<file path="config.mk">
export PLATFORM = sky130hd
export DESIGN_NAME = ctl_out_xfer_tracker
export DESIGN_NICKNAME = d
export VERILOG_FILES = /design/src/rtl/ctl_out_pkg.sv /design/src/rtl/ctl_out_xfer_unit.sv /design/src/rtl/ctl_out_setup_unit.sv /design/src/rtl/ctl_out_enable_unit.sv /design/src/rtl/ctl_out_read_unit.sv /design/src/rtl/ctl_out_xfer_tracker.sv
export SDC_FILE = /design/constraint.sdc
export NUM_CORES = 1
export LEC_CHECK = 0
export BUFFER_PORTS_ARGS = -buffer_cell sky130_fd_sc_hd__buf_2
export CAP_MARGIN = 15
export CORE_MARGIN = 2
export CORE_UTILIZATION = 30
export DETAILED_ROUTE_END_ITERATION = 10
export SLEW_MARGIN = 5
export SYNTH_ARGS = -nofsm -noshare
export SYNTH_HDL_FRONTEND = slang
export SYNTH_SLANG_ARGS = --single-unit
export TNS_END_PERCENT = 100
</file>
<file path="constraint.sdc">
create_clock -name clk -period 3.15 [get_ports clk]
set_clock_uncertainty 0.2 [all_clocks]
set_input_delay 0.1575 -clock clk [delete_from_list [all_inputs] [get_ports clk]]
set_output_delay 0.1575 -clock clk [all_outputs]
set_load 0.05 [all_outputs]
</file>
<file path="src/rtl/ctl_out_pkg.sv">
package ctl_out_pkg;
  localparam int XFER_W    = 7;
  localparam int SUP_W     = 2;
  localparam int REG_W     = 32;
  localparam int XFER_LSB  = 0;
  localparam int PKT_BIT   = 19;
  localparam int SUP_LSB   = 28;

  typedef struct packed {
    logic [SUP_W-1:0]  sup;
    logic              pkt;
    logic [XFER_W-1:0] size;
  } ep_fields_t;

  function automatic logic [XFER_W-1:0] sat_sub(input logic [XFER_W-1:0] a,
                                                input logic [XFER_W-1:0] b);
    return (b >= a) ? '0 : a - b;
  endfunction

  function automatic logic [SUP_W-1:0] dec_floor(input logic [SUP_W-1:0] a);
    return (a == '0) ? '0 : a - 1'b1;
  endfunction

  function automatic logic [REG_W-1:0] pack_view(input ep_fields_t f);
    logic [REG_W-1:0] w;
    w = '0;
    w[XFER_LSB +: XFER_W] = f.size;
    w[PKT_BIT]            = f.pkt;
    w[SUP_LSB +: SUP_W]   = f.sup;
    return w;
  endfunction

  function automatic ep_fields_t unpack_view(input logic [REG_W-1:0] w);
    ep_fields_t f;
    f.size = w[XFER_LSB +: XFER_W];
    f.pkt  = w[PKT_BIT];
    f.sup  = w[SUP_LSB +: SUP_W];
    return f;
  endfunction

  function automatic logic [REG_W-1:0] field_mask();
    ep_fields_t ones;
    ones.size = '1;
    ones.pkt  = 1'b1;
    ones.sup  = '1;
    return pack_view(ones);
  endfunction
endpackage

</file>
<file path="src/rtl/ctl_out_xfer_unit.sv">
module ctl_out_xfer_unit
  import ctl_out_pkg::*;
#(
  parameter int MAX_PKT = 64
) (
  input  logic              clk,
  input  logic              rst_n,
  input  logic              load,
  input  logic [XFER_W-1:0] load_size,
  input  logic              load_pkt,
  input  logic              active,
  input  logic              commit,
  input  logic [XFER_W-1:0] bytes,
  output logic [XFER_W-1:0] size,
  output logic              pkt,
  output logic              done_evt
);
  localparam logic [XFER_W-1:0] MPS = XFER_W'(MAX_PKT);

  logic [XFER_W-1:0] size_next;
  logic              take;
  logic              short_pkt;

  assign take      = active && commit;
  assign size_next = sat_sub(size, bytes);
  assign short_pkt = bytes < MPS;
  assign done_evt  = take && ((size_next == '0) || short_pkt);

  always_ff @(posedge clk) begin
    if (!rst_n) begin
      size <= '0;
      pkt  <= 1'b0;
    end else if (load) begin
      size <= load_size;
      pkt  <= load_pkt;
    end else if (take) begin
      size <= size_next;
      pkt  <= 1'b0;
    end
  end
endmodule

</file>
<file path="src/rtl/ctl_out_setup_unit.sv">
module ctl_out_setup_unit
  import ctl_out_pkg::*;
(
  input  logic             clk,
  input  logic             rst_n,
  input  logic             load,
  input  logic [SUP_W-1:0] load_val,
  input  logic             dec,
  output logic [SUP_W-1:0] cnt
);
  always_ff @(posedge clk) begin
    if (!rst_n)
      cnt <= '0;
    else if (load)
      cnt <= load_val;
    else if (dec)
      cnt <= dec_floor(cnt);
  end
endmodule

</file>
<file path="src/rtl/ctl_out_enable_unit.sv">
module ctl_out_enable_unit (
  input  logic clk,
  input  logic rst_n,
  input  logic en_req,
  input  logic done_evt,
  output logic active,
  output logic irq
);
  always_ff @(posedge clk) begin
    if (!rst_n) begin
      active <= 1'b0;
      irq    <= 1'b0;
    end else begin
      irq <= done_evt;
      if (done_evt)
        active <= 1'b0;
      else if (en_req)
        active <= 1'b1;
    end
  end
endmodule

</file>
<file path="src/rtl/ctl_out_read_unit.sv">
module ctl_out_read_unit
  import ctl_out_pkg::*;
(
  input  logic             clk,
  input  logic             rst_n,
  input  logic             rd,
  input  logic             hide,
  input  ep_fields_t       fields,
  output logic [REG_W-1:0] rdata
);
  always_ff @(posedge clk) begin
    if (!rst_n)
      rdata <= '0;
    else if (rd)
      rdata <= hide ? '0 : pack_view(fields);
  end
endmodule

</file>
<file path="src/rtl/ctl_out_xfer_tracker.sv">
module ctl_out_xfer_tracker
  import ctl_out_pkg::*;
#(
  parameter int MAX_PKT = 64
) (
  input  logic              clk,
  input  logic              rst_n,
  input  logic              reg_wr,
  input  logic [REG_W-1:0]  reg_wdata,
  input  logic              reg_rd,
  output logic [REG_W-1:0]  reg_rdata,
  input  logic              ep_en_req,
  output logic              ep_active,
  input  logic              pkt_commit,
  input  logic [XFER_W-1:0] pkt_bytes,
  input  logic              setup_rcvd,
  input  logic              sg_mode,
  output logic              xfer_irq
);
  ep_fields_t        wr_fields;
  ep_fields_t        cur_fields;
  logic              sw_wr_ok;
  logic              done_evt;
  logic [XFER_W-1:0] cur_size;
  logic              cur_pkt;
  logic [SUP_W-1:0]  cur_setup;

  assign wr_fields = unpack_view(reg_wdata);
  assign sw_wr_ok  = reg_wr && !sg_mode && !ep_active;

  ctl_out_xfer_unit #(.MAX_PKT(MAX_PKT)) u_xfer (
    .clk       (clk),
    .rst_n     (rst_n),
    .load      (sw_wr_ok),
    .load_size (wr_fields.size),
    .load_pkt  (wr_fields.pkt),
    .active    (ep_active),
    .commit    (pkt_commit),
    .bytes     (pkt_bytes),
    .size      (cur_size),
    .pkt       (cur_pkt),
    .done_evt  (done_evt)
  );

  ctl_out_setup_unit u_setup (
    .clk      (clk),
    .rst_n    (rst_n),
    .load     (sw_wr_ok),
    .load_val (wr_fields.sup),
    .dec      (setup_rcvd),
    .cnt      (cur_setup)
  );

  ctl_out_enable_unit u_enable (
    .clk      (clk),
    .rst_n    (rst_n),
    .en_req   (ep_en_req),
    .done_evt (done_evt),
    .active   (ep_active),
    .irq      (xfer_irq)
  );

  always_comb begin
    cur_fields.size = cur_size;
    cur_fields.pkt  = cur_pkt;
    cur_fields.sup  = cur_setup;
  end

  ctl_out_read_unit u_read (
    .clk    (clk),
    .rst_n  (rst_n),
    .rd     (reg_rd),
    .hide   (sg_mode),
    .fields (cur_fields),
    .rdata  (reg_rdata)
  );
endmodule

</file>
---- Word-level counts from Yosys, hierarchy flattened ----
Index checks and enable logic that the tools add are counted.
cells by class
  bitwise gates (word level) .............. 1
  $lt $le $gt $ge ......................... 2
  add/subtract/negate cells ............... 2
  muxes and demuxes ....................... 9
  reductions and logical operators ........ 12
operator list
  cell                 number
  $mux 30              1
  $mux 7               3
  $ge 7x7->1           1
  $logic_not 7->1      1
  $lt 7x7->1 const B   1
  $sub 7x7->7          1
  $mux 2               3
  $logic_and 1x1->1    4
  $reduce_bool 2->1    2
  $logic_not 1->1      2
  $logic_not 2->1      1
  $mux 1               2
  $reduce_or 2->1      1
  $sub 2x1->2 const B  1
  $logic_or 1x1->1     1
  $not 1->1            1
word-level totals
  register bits ........................... 44
  word-level logic and storage cells ...... 32
  output and inout bits ................... 34
  input port bits ......................... 47

---- Logic depth before layout (Yosys ltp) ----
Gate-level depths: netlist of run 1.
  depth after elaboration ................. 6
  depth in mapped cells ................... 8
  mapped depth without buffers ............ 8

---- By module ----
A second synthesis of run 1 with hierarchy kept.
second synthesis, totals
  cells, all modules ...................... 192
  area, all modules ....................... 1536.5 um^2
by module, submodules not included
  module                area each (um^2)  instances  seq. area each (um^2)  cells each
  ctl_out_xfer_unit     805.8             1          160.2                  108
  ctl_out_read_unit     563.0             1          200.2                  67
  ctl_out_setup_unit    92.6              1          40.0                   11
  ctl_out_enable_unit   62.6              1          40.0                   5
  ctl_out_xfer_tracker  12.5              1          0.0                    1

---- Worst setup path after synthesis of run 1 ----
Ideal clock, no wire load.
  path type ............................... reg2reg
  from .................................... register u_xfer.size[0]
  to ...................................... register u_enable.irq
  cell stages (with the launch flop) ...... 9
  path buffers ............................ 0
  required time ........................... 2.892 ns
  slack ................................... 0.844 ns
  setup time .............................. 0.058 ns
  data arrival time ....................... 2.048 ns
  period minus slack after synthesis ...... 2.306 ns
  cell sequence ........................... dfxtp_1 > inv_1 > ha_1 > fa_1 > nand2b_1 > a21oi_1 > o311ai_1 > a2111oi_2 > o21a_1
between the ends
  longest elaborated chain between the ends .. 5
  elaborated cells on any way between the ends .. 6
  those cells by class .................... add/sub (1); order compare (1); mux (1); reduce/logical (3)
RTL lines
  item                                       RTL line                   text
  start, declared                            ctl_out_xfer_unit.sv:14    output logic [XFER_W-1:0] size,
  start signal, assigned                     ctl_out_xfer_unit.sv:34    size <= load_size;
  start signal, assigned                     ctl_out_xfer_unit.sv:37    size <= size_next;
  $sub 7x7->7 or $ge 7x7->1 (tied branches)  ctl_out_pkg.sv:17          return (b >= a) ? '0 : a - b;
  $mux 7 *                                   ctl_out_pkg.sv:17
  $logic_not 7->1 *                          ctl_out_xfer_unit.sv:27    assign done_evt = take && ((size_next == '0) || short_pkt);
  $logic_or 1x1->1 *                         ctl_out_xfer_unit.sv:27
  $logic_and 1x1->1 *                        ctl_out_xfer_unit.sv:27
  end signal, assigned                       ctl_out_enable_unit.sv:14  irq <= done_evt;
  end, declared                              ctl_out_enable_unit.sv:7   output logic irq
Every way passes the cells marked *; elsewhere a longest branch is shown, timed or not.
A chain may end at the register's enable or synchronous reset.

---- Final worst setup path of run 1 ----
Ends and elaborated chain as after synthesis.

==> impl_metrics.csv, run 1 <==
group,metric,value,unit
timing,clock.fmax,380,MHz
detailed_routing,ant_nets,0,
critical_path,cp_slowest_cell,"a2111oi_2",
power_and_ir_drop,pwr-share-seq,0.413,
power_and_ir_drop,power.density,393,nW/um2
floorplan,die_area,5890,um2
power_and_ir_drop,p_clk_frac,0.231,
detailed_routing,postRouteWirelength,3680,um
detailed_routing,wl_per_cell,12.0,um
floorplan,core,5110,um2
floorplan,die_h,76.8,um
floorplan,rows,26,
power_and_ir_drop,p_leak,0.000816,uW
status,outcome,"finished, final reports clean",
timing,tns,0,ns
yosys,synth_seq_area_share,0.277,
final_layout,final_util,0.363,
yosys,synth_edf_count,0,
yosys,async_flop_share,0,
timing,holdWs,0.00526,ns
yosys,ys_types,47,
yosys,ys.flop_type,"dfxtp_1",
placement,gp_congestion,0.765,
yosys,synth_seq_cells,22,
final_layout,area_delta_synth_final,16.8,%
clock_network,cts_tree,"done",
global_route,grt-ovfl-total,0,
yosys,syn_area,1590,um2
power_and_ir_drop,switching_share,0.365,
floorplan,num_io_pins,81,
detailed_routing,drtPass1Iterations,4,
placement,dpl_cell_area,1710,um2
timing,worst_slew_pin_slew,0.513,ns
final_layout,n_antenna_cell,0,
timing,rsz0062_at_grt,"false",
timing,hold_viol,0,
floorplan,initial_core_util,0.311,
timing,slew_headroom,0.656,
placement,pre_cts_ws,0.556,ns
clock_network,cts_root_buffer,"clkbuf_8",
global_route,grt_pass1_vias,1377,
clock_network,cts.sinks,22,
critical_path,cp-end-kind,"flop",
placement,port_buffers,36,
power_and_ir_drop,intPower,463,uW
clock_network,clk_pin_slew_worst_paths,0.07,ns
clock_network,hold_buffers,10,
critical_path,start_kind,"flop",
power_and_ir_drop,switching_power,266,uW
clock_network,cts_resized,0,
critical_path,crit_chain,"inv_1 > ha_1 > fa_1 > nand2b_1 > a21oi_1 > o311ai_1 > a2111oi_2 > o21a_1",
global_route,track_usage,0.129,
global_route,grt_pass1_wl,6230,um
yosys,synth.avg_cell_area,7.98,um2
clock_network,h-tree-depth,1,
job,max_cap_viol_count,0,
yosys,postSynthCellCount,199,
power_and_ir_drop,peakVddDrop,0.000182,V
detailed_routing,drc,0,
critical_path,crit_type,"flop to flop",
detailed_routing,dr.first_iter.drc_count,61,
critical_path,crit_required,3.16,ns
timing,setup_viol,0,
clock_network,clock_latency,0.25,ns
clock_network,cts.path.max_buffers,2,
final_layout,nets,294,
critical_path,cp_slowest_stage_delay,0.48,ns
yosys,yosysWarnings,0,
power_and_ir_drop,comb_power_share,0.356,
global_route,grt_start_max_net_pins,21,
detailed_routing,viasPerCell,4.67,
timing,fin_crit_sh,0.836,
floorplan,die_w,76.8,um
critical_path,critPathArrivalTime,2.64,ns
timing,fin_ws,0.516,ns
detailed_routing,dr_total_vias,1433,
clock_network,post_cts_buffers,0,
final_layout,design_area,1850,um2
placement,place_hpwl,2830,um
timing,period_needed,2.63,ns
final_layout,fillCellCount,566,
final_layout,drive_above_1_share,0.177,
timing,slew_viol_final,0,
clock_network,cts_buffers,3,
global_route,antenna_found_initial,0,
critical_path,worstPathMaxFanout,3,
min_path,hp-class,"input port to flop",
## cell families (layout without fill, tap and decap cells)
logic type,after synthesis,after routing,synth area share
and+or+nand+nor,77,77,0.273
AOI/OAI and AO/OA,43,43,0.180
buffers and inverters,42,59,0.163
DFF,22,22,0.277
adders and majority gates,8,8,0.0678
xor gates and xnor gates,4,4,0.0221
muxes,2,2,0.0134
other,1,22,0.00236
## area by class of cell
class	count	area (um2)	share of cell area
Inverter	10	37.5	0.0202
Clock buffer	3	41.3	0.0223
Multi-Input combinational cell	156	967	0.522
Timing Repair Buffer	46	280	0.151
Sequential cell	22	440	0.238
Tap cell	70	87.6	0.0472
## registers in the layout, summed over array words and instances, names as in the netlist
name             flops
u_enable.active      1
u_enable.irq         1
u_read.rdata        10
u_setup.cnt          2
u_xfer.pkt           1
u_xfer.size          7
## cell usage after synthesis, types with 3 or more instances
library cell / count / area (um2)
a21oi_1: 20 / 100
nand3b_1: 10 / 75.1
or3_1: 3 / 18.8
nor3_1: 5 / 25.0
nor4_1: 3 / 18.8
inv_1: 9 / 33.8
buf_4: 22 / 165
nor2_1: 13 / 48.8
clkbuf_1: 7 / 26.3
dfxtp_1: 22 / 440
nand2_1: 9 / 33.8
nand3_1: 9 / 45.0
o21ai_0: 4 / 20.0
ha_1: 7 / 87.6
xor2_1: 3 / 26.3
nand2b_1: 14 / 87.6
## placed cells by master, fill, tap and decap left out, types with 3 or more instances in the layout
master         count
inv_1              9
nor3_1             5
buf_2             36
or3_1              3
nor2_1            13
xor2_1             3
nand3_1            9
nand2b_1          14
ha_1               7
o21ai_0            4
nand3b_1          10
dlygate4sd3_1     10
nand2_1            9
a21oi_1           20
clkbuf_8           3
conb_1            22
nor4_1             3
dfxtp_1           22
## metrics by stage
stage	cells	total power, uW
after floorplan	220	534
after CTS	307	737
after detailed placement	294	556
after global placement	294	554
after global routing	307	776
final	307	729
## worst max-delay path, delay by kind of cell, from the launching register on
kind	cells	cell delay (ns)
AO/OA/AOI/OAI	4	1.16
adder cells (fa/ha/maj)	2	0.62
flip-flops	1	0.33
AND/OR/NAND/NOR	1	0.21
buffers and inverters	1	0.06
## power by group through the flow
stage               clock network (uW)  registers [uW]  logic (uW)
floorplan                            0             318         216
global placement                     0             308         246
detailed placement                   0             307         249
CTS                                177             301         259
global route                       188             303         285
finish                             168             301         260
## layer usage
metal | global-route usage | share of wire | vias to the layer above
met5 | 0 | 0 | -
met4 | 0.0291 | 0.013 | 0
met3 | 0.0294 | 0.068 | 6
met2 | 0.212 | 0.44 | 58
met1 | 0.171 | 0.48 | 638
li1 | - | - | 731
## path summary, 6_finish.rpt
check                                      from         endpoint  slack, ns  cells past startpoint
worst min-delay path               reg_wdata[2]   u_xfer.size[2]      0.005                      3
worst min register to register  u_read.rdata[6]  u_read.rdata[6]       0.27                      2
worst max register to register   u_xfer.size[0]     u_enable.irq       0.52                      8
worst max-delay path             u_xfer.size[0]     u_enable.irq       0.52                      8
(Power assumes the default switching activity.)
==> run 2: changes to the inputs <==
==> constraint.sdc (replaced) <==
create_clock -name clk -period 2.25 [get_ports clk]
set_clock_uncertainty 0.2 [all_clocks]
set_input_delay 0.1125 -clock clk [delete_from_list [all_inputs] [get_ports clk]]
set_output_delay 0.1125 -clock clk [all_outputs]
set_load 0.05 [all_outputs]
==> run 2 against run 1 <==
Combinational power increased by 81%. Via count increased by 5.5%. Clock-buffer cell count unchanged. Sequential power increased by 40%. Global-route usage increased by 1.1 points. Cell area increased by 17%. Hold slack improved by 0.025 ns. Critical endpoint is now u_xfer.size[4].
==> impl_metrics.csv, run 2 (synthesized netlist as in run 1, its figures left out) <==
group,metric,value,unit
status,outcome,"finished, final reports clean",
timing,fin_crit_sh,0.991,
floorplan,rows,26,
global_route,track_usage,0.140,
timing,clock.fmax,448,MHz
global_route,grt-ovfl-total,0,
final_layout,drive_above_1_share,0.290,
detailed_routing,postRouteWirelength,4080,um
floorplan,num_io_pins,81,
global_route,met3_usage,0.0329,
timing,rsz0062_at_grt,"true",
critical_path,setup.worst_path.start,"u_xfer.size[0]",
critical_path,crit_required,2.22,ns
detailed_routing,drtPass1Iterations,4,
critical_path,critPathArrivalTime,2.20,ns
final_layout,fillCellCount,543,
clock_network,cts.path.max_buffers,2,
global_route,grt_start_max_net_pins,21,
detailed_routing,dr_total_vias,1512,
clock_network,h-tree-depth,1,
detailed_routing,dr.first_iter.drc_count,44,
global_route,gr-max-usage-layer,"met2",
final_layout,top_register,"u_read.rdata",
timing,fin_ws,0.0198,ns
detailed_routing,wl_per_cell,12.4,um
detailed_routing,drc,0,
timing,slew_viol_final,0,
placement,port_buffers,36,
global_route,grt_use_met2,0.225,
final_layout,nets,315,
final_layout,layout.cells.non_filler,329,
critical_path,worstPathMaxFanout,3,
timing,setup_viol,0,
critical_path,start_kind,"flop",
floorplan,core,5110,um2
final_layout,layout_common_cells,"buf_2, conb_1, dfxtp_1, a21oi_1, buf_4",
final_layout,mostFrequentLayoutCell,"buf_2",
critical_path,cp-end-kind,"flop",
timing,slew_headroom,0.643,
clock_network,cts_root_buffer,"clkbuf_8",
clock_network,cts.sinks,22,
timing,period_needed,2.23,ns
final_layout,reg.largest.list,"u_read.rdata: 10 flops, u_xfer.size: 7 flops, u_setup.cnt: 2 flops",
final_layout,largest_reg_flops,10,
power_and_ir_drop,power.density,582,nW/um2
global_route,grt_use_met1,0.192,
clock_network,clk_pin_slew_worst_paths,0.08,ns
power_and_ir_drop,total_power,1260,uW
placement,gp_congestion,0.954,
detailed_routing,viasPerCell,4.60,
power_and_ir_drop,peakVddDrop,0.000299,V
floorplan,initial_core_util,0.311,
final_layout,final_util,0.423,
placement,dp.cells,311,
floorplan,die_area,5890,um2
power_and_ir_drop,p_leak,0.000944,uW
clock_network,clock_latency,0.26,ns
final_layout,n_antenna_cell,0,
critical_path,timing.rr.start,"u_xfer.size[0]",
min_path,hp-class,"input port to flop",
global_route,grt_pass1_vias,1444,
floorplan,die_h,76.8,um
global_route,antenna_found_initial,0,
job,max_cap_viol_count,0,
global_route,grt_pass1_wl,6750,um
placement,pre_cts_ws,-0.127,ns
floorplan,die_w,76.8,um
timing,hold_viol,0,
placement,place_hpwl,3110,um
detailed_routing,ant_nets,0,
clock_network,cts_tree,"done",
timing,worst_slew_pin_slew,0.529,ns
final_layout,area_delta_synth_final,36.2,%
clock_network,cts_buffers,3,
min_path,worstHoldStart,"ep_en_req",
critical_path,crit_type,"flop to flop",
## run 2: timing repair
action | in CTS | in global routing
pin swaps | 6 | 6
endpoints found under the setup margin | 4 | 4
setup buffers | 0 | 1
resized for setup | 9 | 10
hold buffers | 13 | 0
endpoints found under the hold margin | 12 | 0
## run 2: final timing paths
check,depth (start not counted),end,slack [ns]
hold reg to reg,2,u_read.rdata[5],0.27
setup / recovery,10,u_xfer.size[4],0.02
hold / removal,3,u_enable.active,0.03
setup reg to reg,10,u_xfer.size[4],0.02
## run 2: critical path, cell delays in order (launching register included)
cell and delay (ns):
dfxtp_2 0.34, inv_2 0.05, ha_4 0.15, fa_2 0.36, nand2b_4 0.18, a21oi_4 0.22, buf_4 0.14, buf_4 0.09
xor2_1 0.14, a21oi_1 0.09, nor4_1 0.17
## run 2: routing by layer
layer	part of all wire	up-vias
li1	-	771
met1	0.49	691
met2	0.44	46
met3	0.052	4
met4	0.0093	0
met5	0	-
## run 2: metrics by stage
stage | instance area [um2] | hold WS [ns] | setup TNS (ns)
floorplan | 1670 | 0.0301 | 0
global placement | 1840 | 0.163 | -0.00390
detailed placement | 1840 | 0.168 | -0.274
CTS | 2090 | 0.00376 | 0
global route | 2160 | 0.0615 | -0.144
finish | 2160 | 0.0307 | 0
## run 2: layout make-up
type,count,area (um2),area share
Timing Repair Buffer,67,445,0.206
Clock buffer,3,41.3,0.0191
Clock inverter,1,30.0,0.0139
Sequential cell,22,442,0.204
Inverter,10,37.5,0.0174
Tap cell,70,87.6,0.0405
Multi-Input combinational cell,156,1080,0.499
## run 2: report_power, final
part	total [uW]	internal [uW]	switching, uW
Combinational	471	188	283
Sequential	422	407	14.3
Clock	366	238	128
Total	1260	833	426
==> run 3: changes to the inputs <==
--- a/config.mk
+++ b/config.mk
@@ -7,11 +7,12 @@
 export LEC_CHECK = 0
 export BUFFER_PORTS_ARGS = -buffer_cell sky130_fd_sc_hd__buf_2
 export CAP_MARGIN = 15
-export CORE_MARGIN = 2
 export CORE_UTILIZATION = 30
 export DETAILED_ROUTE_END_ITERATION = 10
+export GPL_ROUTABILITY_DRIVEN = 0
 export SLEW_MARGIN = 5
 export SYNTH_ARGS = -nofsm -noshare
 export SYNTH_HDL_FRONTEND = slang
+export SYNTH_HIERARCHICAL = 1
 export SYNTH_SLANG_ARGS = --single-unit
 export TNS_END_PERCENT = 100
==> run 3 against run 2 <==
Sequential share of layout area increased by 1.6 points. Die area decreased by 8.1%. Global-route usage decreased by 0.070 points. Clock-buffer cell count increased by 1. Via count decreased by 5.7%. Wire length decreased by 14%. Total power decreased by 19%. First-iteration DRC count decreased by 11%. Core utilization decreased by 0.70 points. Area after synthesis decreased by 3.2%. Critical endpoint is now u_enable/irq.
==> impl_metrics.csv, run 3 <==
group,metric,value,unit
placement,port_buffers,36,
detailed_routing,drc,0,
timing,slew_headroom,0.659,
clock_network,clock_latency,0.27,ns
final_layout,n_antenna_cell,0,
final_layout,reg.largest.list,"u_read/rdata: 10 flops, u_xfer/size: 7 flops, u_setup/cnt: 2 flops",
timing,setup_viol,0,
final_layout,area_delta_synth_final,30.5,%
clock_network,cts_tree,"done",
final_layout,layout_common_cells,"buf_2, nand2_1, conb_1, dfxtp_1, dlygate4sd3_1",
global_route,grt_use_met1,0.191,
timing,fin_crit_sh,0.993,
timing,rsz0062_at_grt,"true",
yosys,yosysTopAreaCell,"dfxtp_1",
detailed_routing,drtPass1Iterations,6,
global_route,met3_usage,0.0384,
critical_path,start_kind,"flop",
yosys,syn_area,1540,um2
detailed_routing,viasPerCell,4.54,
global_route,grt_use_met2,0.222,
job,max_cap_viol_count,0,
yosys,synth_edf_count,0,
clock_network,clk_pin_slew_worst_paths,0.08,ns
yosys,yosysWarnings,6,
floorplan,initial_core_util,0.319,
min_path,worstHoldEndpoint,"u_read/rdata[28]",
detailed_routing,dr.first_iter.drc_count,39,
final_layout,layout.cells.non_filler,314,
detailed_routing,wl_per_cell,11.2,um
critical_path,cp-end-kind,"flop",
clock_network,post_cts_buffers,0,
final_layout,drive_above_1_share,0.287,
yosys,synthDominantCellAreaShare,0.287,
critical_path,r2r_end,"u_enable/irq",
critical_path,worstPathMaxFanout,2,
global_route,grt-ovfl-total,0,
timing,clock.fmax,447,MHz
timing,slew_viol_final,0,
final_layout,mostFrequentLayoutCell,"buf_2",
floorplan,core,4820,um2
min_path,worstHoldStart,"reg_rd",
global_route,grt_pass1_vias,1323,
global_route,antenna_found_initial,0,
detailed_routing,dr_total_vias,1426,
clock_network,cts_root_buffer,"clkbuf_8",
power_and_ir_drop,power.density,511,nW/um2
global_route,track_usage,0.139,
critical_path,crit_type,"flop to flop",
timing,period_needed,2.23,ns
final_layout,multiInputGateArea,1010,um2
placement,dp.cells,297,
clock_network,cts_buffers,3,
min_path,holdPathStages,3,
timing,holdWs,0.0296,ns
status,outcome,"finished, final reports clean",
timing,tns,0,ns
timing,hold_viol,0,
yosys,postSynthCellCount,192,
yosys,synth_common_cells,"nand2_1, buf_4, dfxtp_1",
floorplan,num_io_pins,81,
floorplan,die_area,5410,um2
power_and_ir_drop,p_leak,0.000878,uW
yosys,synth.avg_cell_area,8.00,um2
critical_path,r2r_setup_slack,0.02,ns
critical_path,timing.rr.start,"u_xfer/size[0]",
final_layout,ff_latch_area,442,um2
yosys,ys.flop_type,"dfxtp_1",
final_layout,nets,303,
critical_path,crit_required,2.26,ns
timing,fin_ws,0.0153,ns
placement,place_hpwl,2640,um
clock_network,cts.path.max_buffers,2,
min_path,hp-class,"input port to flop",
yosys,synth_seq_area_share,0.287,
critical_path,reg2regPathDepth,10,
floorplan,rows,25,
detailed_routing,postRouteWirelength,3530,um
floorplan,die_w,73.6,um
detailed_routing,ant_nets,0,
yosys,async_flop_share,0,
critical_path,setup.worst_path.start,"u_xfer/size[0]",
floorplan,die_h,73.6,um
timing,worst_slew_pin_slew,0.512,ns
final_layout,final_util,0.416,
final_layout,fillCellCount,510,
yosys,post-synth-top-count-cell,"nand2_1",
clock_network,h-tree-depth,1,
final_layout,top_register,"u_read/rdata",
yosys,synth_seq_cells,22,
yosys,ys_types,46,
global_route,grt_pass1_wl,5910,um
global_route,gr-max-usage-layer,"met2",
power_and_ir_drop,peakVddDrop,0.000317,V
global_route,grt_start_max_net_pins,33,
critical_path,critPathArrivalTime,2.25,ns
final_layout,largest_reg_flops,10,
yosys,synthTopCellsByArea,"dfxtp_1, buf_4, nand2_1",
placement,pre_cts_ws,-0.0735,ns
clock_network,cts.sinks,22,
[run 3: cell types whose count changed after synthesis, moves of 6 or more]
cell	previous run	this run
nand2_1	9	28
a21oi_1	20	2
nand2b_1	14	3
nor2_1	13	4
o21a_1	2	9
o21ai_1	2	9
nand3_1	9	3
[run 3: how the worst max path moves through the flow]
stage / cells after the start / slack [ns] / end
after detailed placement: 9 / -0.07 / u_enable/irq
after global placement: 8 / 0.005 / u_enable/irq
after floorplan: 9 / 0.05 / u_enable/irq
after global routing: 10 / -0.10 / u_enable/irq
final: 10 / 0.02 / u_enable/irq
after CTS: 8 / 0.007 / u_enable/irq
[run 3: logic make-up (layout without fill, tap and decap cells)]
kind of cell | count (synthesis) | after routing | share of synthesized area
mux | 1 | 1 | 0.00733
simple gates | 74 | 74 | 0.270
fa+ha+maj | 8 | 8 | 0.0700
buf+inv | 38 | 72 | 0.149
compound gates | 45 | 45 | 0.197
xor+xnor | 3 | 3 | 0.0171
flops | 22 | 22 | 0.287
other cells | 1 | 22 | 0.00244
[run 3: layout make-up]
cell class	count	share of cell area
Clock buffer	4	0.0274
Timing Repair Buffer	58	0.190
Multi-Input combinational cell	153	0.502
Tap cell	67	0.0418
Sequential cell	22	0.220
Inverter	10	0.0187
[run 3: power breakdown]
part	internal, uW	switching (uW)
Sequential	402	9.92
Combinational	120	208
Clock	156	129
[run 3: repair_timing]
| item | in CTS | in global routing |
|---|---|---|
| hold buffers | 13 | 0 |
| endpoints found under the setup margin | 3 | 9 |
| pin swaps | 0 | 8 |
| endpoints found under the hold margin | 12 | 0 |
| gates cloned | 0 | 0 |
| gates resized for setup | 3 | 16 |
[run 3: layer usage]
metal	routed length [um]	up-vias	share of wire
met3	206	2	0.058
met5	0	-	0
met1	1760	635	0.50
li1	-	737	-
met2	1550	52	0.44
met4	8	0	0.0023
[run 3: critical path: stages, from the launching register on]
cell and delay (ns):
dfxtp_2 0.34, inv_2 0.05, ha_4 0.16, fa_2 0.43, nor2b_4 0.15, buf_6 0.11, o21ai_2 0.05, a211oi_2 0.28
nand2_1 0.11, o21ai_2 0.18, and2_1 0.14
[run 3: per-stage QoR]
stage,total power (uW),area [um2]
6_report,1020,2010
5_1_grt,1090,2010
4_1_cts,1020,1950
3_5_place_dp,711,1760
3_3_place_gp,711,1760
2_1_floorplan,670,1620
